File: src/rtl/os_adc_seq.sv
module os_adc_seq #(
  parameter int CODE_W      = 12,
  parameter int OS_MAX_LOG2 = 8,
  parameter int SMP_W       = 8
) (
  input  logic                 clk,
  input  logic                 rst_n,
  input  logic                 run,
  input  logic                 cal_en,
  input  logic [SMP_W-1:0]     smp_half,
  input  logic [3:0]           os_log2,
  input  logic [3:0]           res_shift,
  output logic [1:0]           mux_sel,
  output logic                 smp_en,
  output logic                 core_start,
  input  logic                 core_done,
  input  logic [CODE_W-1:0]    core_code,
  output logic [CODE_W-1:0]    res_sig,
  output logic [CODE_W-1:0]    res_mid,
  output logic [CODE_W-1:0]    res_ref,
  output logic [2:0]           res_valid
);
  localparam int ACC_W = CODE_W + OS_MAX_LOG2;
  localparam int CNT_W = OS_MAX_LOG2 + 1;
  localparam logic [3:0] OS_LIM = 4'(OS_MAX_LOG2);
  localparam logic [1:0] CAL_SEL = 2'd3;
  localparam logic [1:0] LAST_CH = 2'd2;

  typedef enum logic [1:0] {S_IDLE, S_SAMP, S_CONV} st_t;

  st_t               st;
  logic [1:0]        ch;
  logic [SMP_W-1:0]  scnt;
  logic [CNT_W-1:0]  ncnt;
  logic [ACC_W-1:0]  acc;
  logic [CODE_W-1:0] offs;
  logic              cal_done, start_q;
  logic [2:0]        vld_q;

  wire [3:0]        os_eff    = (os_log2 > OS_LIM) ? OS_LIM : os_log2;
  wire [CNT_W-1:0]  n_target  = CNT_W'(1) << os_eff;
  wire [SMP_W-1:0]  smp_len   = (smp_half == '0) ? SMP_W'(1) : smp_half;
  wire              smp_last  = scnt >= (smp_len - SMP_W'(1));
  wire [CODE_W:0]   diff      = {1'b0, core_code} - {1'b0, offs};
  wire [CODE_W-1:0] adj       = diff[CODE_W] ? '0 : diff[CODE_W-1:0];
  wire [ACC_W-1:0]  acc_nx    = acc + ACC_W'(adj);
  wire [ACC_W-1:0]  scaled    = acc_nx >> res_shift;
  wire [CODE_W-1:0] res_nx    = (|scaled[ACC_W-1:CODE_W]) ? '1 : scaled[CODE_W-1:0];
  wire              last_conv = (ncnt + CNT_W'(1)) == n_target;

  assign mux_sel    = ch;
  assign smp_en     = (st == S_SAMP);
  assign core_start = start_q;
  assign res_valid  = vld_q;

  always_ff @(posedge clk or negedge rst_n) begin
    if (!rst_n) begin
      st       <= S_IDLE;
      ch       <= '0;
      scnt     <= '0;
      ncnt     <= '0;
      acc      <= '0;
      offs     <= '0;
      cal_done <= 1'b0;
      start_q  <= 1'b0;
      vld_q    <= '0;
      res_sig  <= '0;
      res_mid  <= '0;
      res_ref  <= '0;
    end else begin
      start_q <= 1'b0;
      vld_q   <= '0;
      case (st)
        S_IDLE: if (run) begin
          ch   <= (cal_en && !cal_done) ? CAL_SEL : 2'd0;
          scnt <= '0;
          ncnt <= '0;
          acc  <= '0;
          st   <= S_SAMP;
        end
        S_SAMP: begin
          if (smp_last) begin
            st      <= S_CONV;
            start_q <= 1'b1;
            scnt    <= '0;
          end else begin
            scnt <= scnt + SMP_W'(1);
          end
        end
        S_CONV: if (core_done) begin
          st <= S_SAMP;
          if (ch == CAL_SEL) begin
            offs     <= core_code;
            cal_done <= 1'b1;
            ch       <= 2'd0;
          end else if (last_conv) begin
            acc       <= '0;
            ncnt      <= '0;
            vld_q[ch] <= 1'b1;
            case (ch)
              2'd0:    res_sig <= res_nx;
              2'd1:    res_mid <= res_nx;
              default: res_ref <= res_nx;
            endcase
            if (ch == LAST_CH) begin
              ch <= 2'd0;
              if (!run) st <= S_IDLE;
            end else begin
              ch <= ch + 2'd1;
            end
          end else begin
            acc  <= acc_nx;
            ncnt <= ncnt + CNT_W'(1);
          end
        end
        default: st <= S_IDLE;
      endcase
    end
  end

  AST_START_AFTER_WINDOW: assert property (@(posedge clk) disable iff (!rst_n)
    $fell(smp_en) |-> core_start);
  AST_START_NOT_SAMPLING: assert property (@(posedge clk) disable iff (!rst_n)
    core_start |-> !smp_en);
  AST_MUX_HELD: assert property (@(posedge clk) disable iff (!rst_n)
    (st == S_CONV) |-> $stable(mux_sel));
  AST_NO_OVERFLOW: assert property (@(posedge clk) disable iff (!rst_n)
    acc <= ACC_W'(ncnt) * ACC_W'((1 << CODE_W) - 1));
  AST_ONE_VALID: assert property (@(posedge clk) disable iff (!rst_n)
    $onehot0(res_valid));
  AST_VALID_AFTER_DONE: assert property (@(posedge clk) disable iff (!rst_n)
    (|res_valid) |-> $past(core_done));
  AST_CAL_ONCE: assert property (@(posedge clk) disable iff (!rst_n)
    cal_done |-> (mux_sel != CAL_SEL));
endmodule

File: config.mk
export PLATFORM = sky130hd
export DESIGN_NAME = os_adc_seq
export DESIGN_NICKNAME = d
export VERILOG_FILES = /design/src/rtl/os_adc_seq.sv
export SDC_FILE = /design/constraint.sdc
export NUM_CORES = 1
export LEC_CHECK = 0
export BUFFER_PORTS_ARGS = -buffer_cell sky130_fd_sc_hd__buf_2
export CAP_MARGIN = 20
export CELL_PAD_IN_SITES_DETAIL_PLACEMENT = 1
export CELL_PAD_IN_SITES_GLOBAL_PLACEMENT = 2
export CORE_UTILIZATION = 37
export DETAILED_ROUTE_END_ITERATION = 6
export HOLD_SLACK_MARGIN = 0.05
export PLACE_DENSITY_LB_ADDON = 0.2
export REMOVE_ABC_BUFFERS = 1
export SYNTH_ARGS = -nofsm -noshare
export SYNTH_HDL_FRONTEND = slang
export SYNTH_SLANG_ARGS = --single-unit
File: constraint.sdc
create_clock -name clk -period 6.29 [get_ports clk]
set_input_delay 0.3145 -clock clk [delete_from_list [all_inputs] [get_ports clk]]
set_output_delay 0.3145 -clock clk [all_outputs]
set_load 0.01 [all_outputs]
==> qor.txt <==
DR vias - 7161
Initial antenna violation count - 0
First-pass GRT wire length - 38300 µm
Met1 Usage GRT - 32.1%
FF+latch count, synth - 94
Grt peak-use layer - met2
Layout filler cell count - 2372
Post-Synth Adder-Cell Area - 6.43%
Post-synthesis mux area share - 7.97%
Die width - 144 µm
Clk Latency, worst-skew pair - 360 ps
Routed WL - 23900 µm
Max_cap viols - 0
Vias/cell - 5.94
Main combinational cell family by area after synthesis - compound AO/OA/AOI/OAI gates
Final nets - 1005
Port bufs - 75
Count leader, synth - dfrtp_1
Power per cell area - 198 mW/mm²
Core Region - 0.0196 mm²
Commonest cells in the netlist - dfrtp_1 (94), nand2_1 (78), a21oi_1 (69), nor2_1 (54), o21ai_0 (48)
Slew Limit Fails - 0
Slew HR - 31.6%
Critical R2R Capture - res_sig[2]
Routed len/inst - 19.9 µm
Most used cell, CP - buf_4
Largest net degree at the start of global routing - 72
Final instance area - 0.00858 mm²
Synthesized area - 0.00743 mm²
Crit path launch type - flip-flop
Min cycle time layout - 5910 ps
Dpl hpwl - 18000 µm
Ant diodes - 0
Post-route DRC - 0
Warnings from Yosys - 0
First-pass DRT Iterations - 5
Final antenna-violating net count - 0
Starting Density - 37.9%
CTS Sinks - 94
Placed Area - 0.00811 mm²
CTS Buffer Depth - 2
Sequential fraction of the synthesis area - 31.7%
Status - complete, no violations
GRT Total Usage - 23.9%
Worst-Margin Slew - 1030 ps
Worst Reg-to-Reg Cells - 25
CP Capture Type - flip-flop
Layout cells sized above 1 - 20.7%
CTS Buf Count - 9
Critical path's largest stage delay - 410 ps
Synth Area in Simple Gates - 18.5%
Register Area - 0.00235 mm²
Synth area leaders - dfrtp_1 (32%), ha_1 (5.9%), mux2i_1 (5.4%), a21oi_1 (4.6%), nand2_1 (3.9%)
Die Ht - 144 µm
Compound-Gate Fraction of Synth Area - 27.7%
Syn Area/Cell - 8.63 µm²
Row count - 51
R2R Setup Slk - 380 ps
Hold WC Path Type - in -> reg
Reg-to-Reg Start - offs[0]
Multi-input logic area - 0.00481 mm²
Global route overflow - 0
Grt met2 use - 40.2%
Top-area cell type share of the netlist area - 31.7%
P_leak - 0.00380 µW
Synth Area in XOR/XNOR - 3.07%
Clock Skew - 13.1 ps
RD Place Congestion - 0.882
Number of global-route vias before repair - 7270
WHS - 203 ps
DR iter-0 viols - 377
Yosys top cell by area - dfrtp_1
Required time of the critical path - 6530 ps
Async S/R FF share, synth - 100%
H-Tree Depth - 3
Synth-to-Final Area Change - 15.5%
Final setup vio count - 0
Cells after Synth - 861
Root Driver - clkbuf_16
CTS tree - built
CP max FO - 9
Final worst slack - 380 ps
Final non-filler cell total - 1205
Max Clk Rate - 169 MHz
DP Cell Count - 1178
Tcrit/Tclk final - 94.0%
Clk pin slew, worst setup/hold paths - 80 ps
Arr. time, crit path - 6150 ps
Pre-CTS WS - -250 ps
Primary FF master, synth - dfrtp_1
Hold depth - 2
Hold_sp - core_code[11]
Post-synth cell types - 87
GR Layer Usage met3 - 3.07%
EDFF count, synth - 0
Setup CP Type - reg -> reg
IO Count - 76
Count of final hold-check violations - 0
Hold Path End - offs[11]
Power consumption - 1700 µW
Die area - 0.0207 mm²
Slowest cell on crit path - fa_1
Maximum vdd ir drop - 0.134 mV
==> worst max-delay path by stage <==
stage | startpoint | end | cells after the start
2_1_floorplan | offs[0] | res_sig[1] | 23
3_3_place_gp | core_code[0] | res_sig[2] | 26
3_5_place_dp | core_code[0] | res_sig[2] | 26
4_1_cts | offs[0] | res_sig[2] | 24
5_1_grt | offs[0] | res_sig[2] | 24
6_report | offs[0] | res_sig[2] | 25
==> placed cells by master (no fill, tap or decap), types with 13 or more instances in the layout <==
master / instances
nand2_1: 78
a22o_1: 14
nor2_1: 54
mux2_2: 13
o21ai_0: 47
a31oi_1: 25
xnor2_1: 16
dfrtp_1: 94
buf_4: 34
o211ai_1: 14
nand3_1: 27
ha_1: 34
a21oi_1: 69
nor3_1: 18
a211oi_1: 15
buf_2: 74
mux2i_1: 40
inv_1: 34
a21o_1: 15
==> power breakdown <==
| part | switching (µW) | internal, µW | leakage, µW | total [µW] |
|---|---|---|---|---|
| Clock | 284 | 282 | 0.000144 | 566 |
| Combinational | 284 | 176 | 0.00237 | 460 |
| Sequential | 44.0 | 633 | 0.00129 | 677 |
==> timing repair <==
item / 4_1_cts / 5_1_grt
endpoints found under the hold margin: 23 / 0
pin swaps: 0 / 6
resized for setup: 3 / 15
setup endpoints to repair: 31 / 36
buffers inserted: 0 / 8
hold buffers: 1 / 0
==> layer usage <==
layer | part of all wire, % | vias up
met4 | 1.4 | 0
met5 | 0 | -
li1 | - | 3361
met1 | 46 | 3620
met2 | 49 | 159
met3 | 3.8 | 21
==> worst max-delay path, delay by kind of cell, from the launching register on <==
family / cells / cell delay [ps]
AO/OA/AOI/OAI: 15 / 2910
buffers and inverters: 4 / 770
flip-flops: 1 / 400
AND/OR/NAND/NOR: 2 / 540
multiplexers: 1 / 190
adder cells (fa/ha/maj): 3 / 990
==> cells by family after synthesis <==
group | after synthesis
DFF | 94
adders and majority gates | 37
buffers and inverters | 83
and+or+nand+nor | 263
muxes | 55
xor gates and xnor gates | 26
AOI/OAI and AO/OA | 303
==> flip-flops by register name, indices dropped and copies added (netlist names) <==
name        flops
res_ref        12
scnt            8
res_mid        12
res_sig        12
mux_sel         2
res_valid       3
acc            20
core_start      1
offs           12
cal_done        1
ncnt            9
st              2
==> layout make-up <==
cell class | instances | area share (%)
inverters | 35 | 1.53
clock inverters | 7 | 0.875
well taps | 265 | 3.86
clock buffers | 9 | 2.62
multi-input cells | 684 | 56.0
repair buffers | 111 | 7.67
flip-flops and latches | 94 | 27.4
==> metrics by stage <==
stage	utilization [%]	setup TNS (ps)
global placement	41.4	-174
finish	43.8	0
floorplan	-	0
global route	43.8	-262
detailed placement	41.4	-4890
CTS	43.1	0
(Power assumes the default switching activity.)
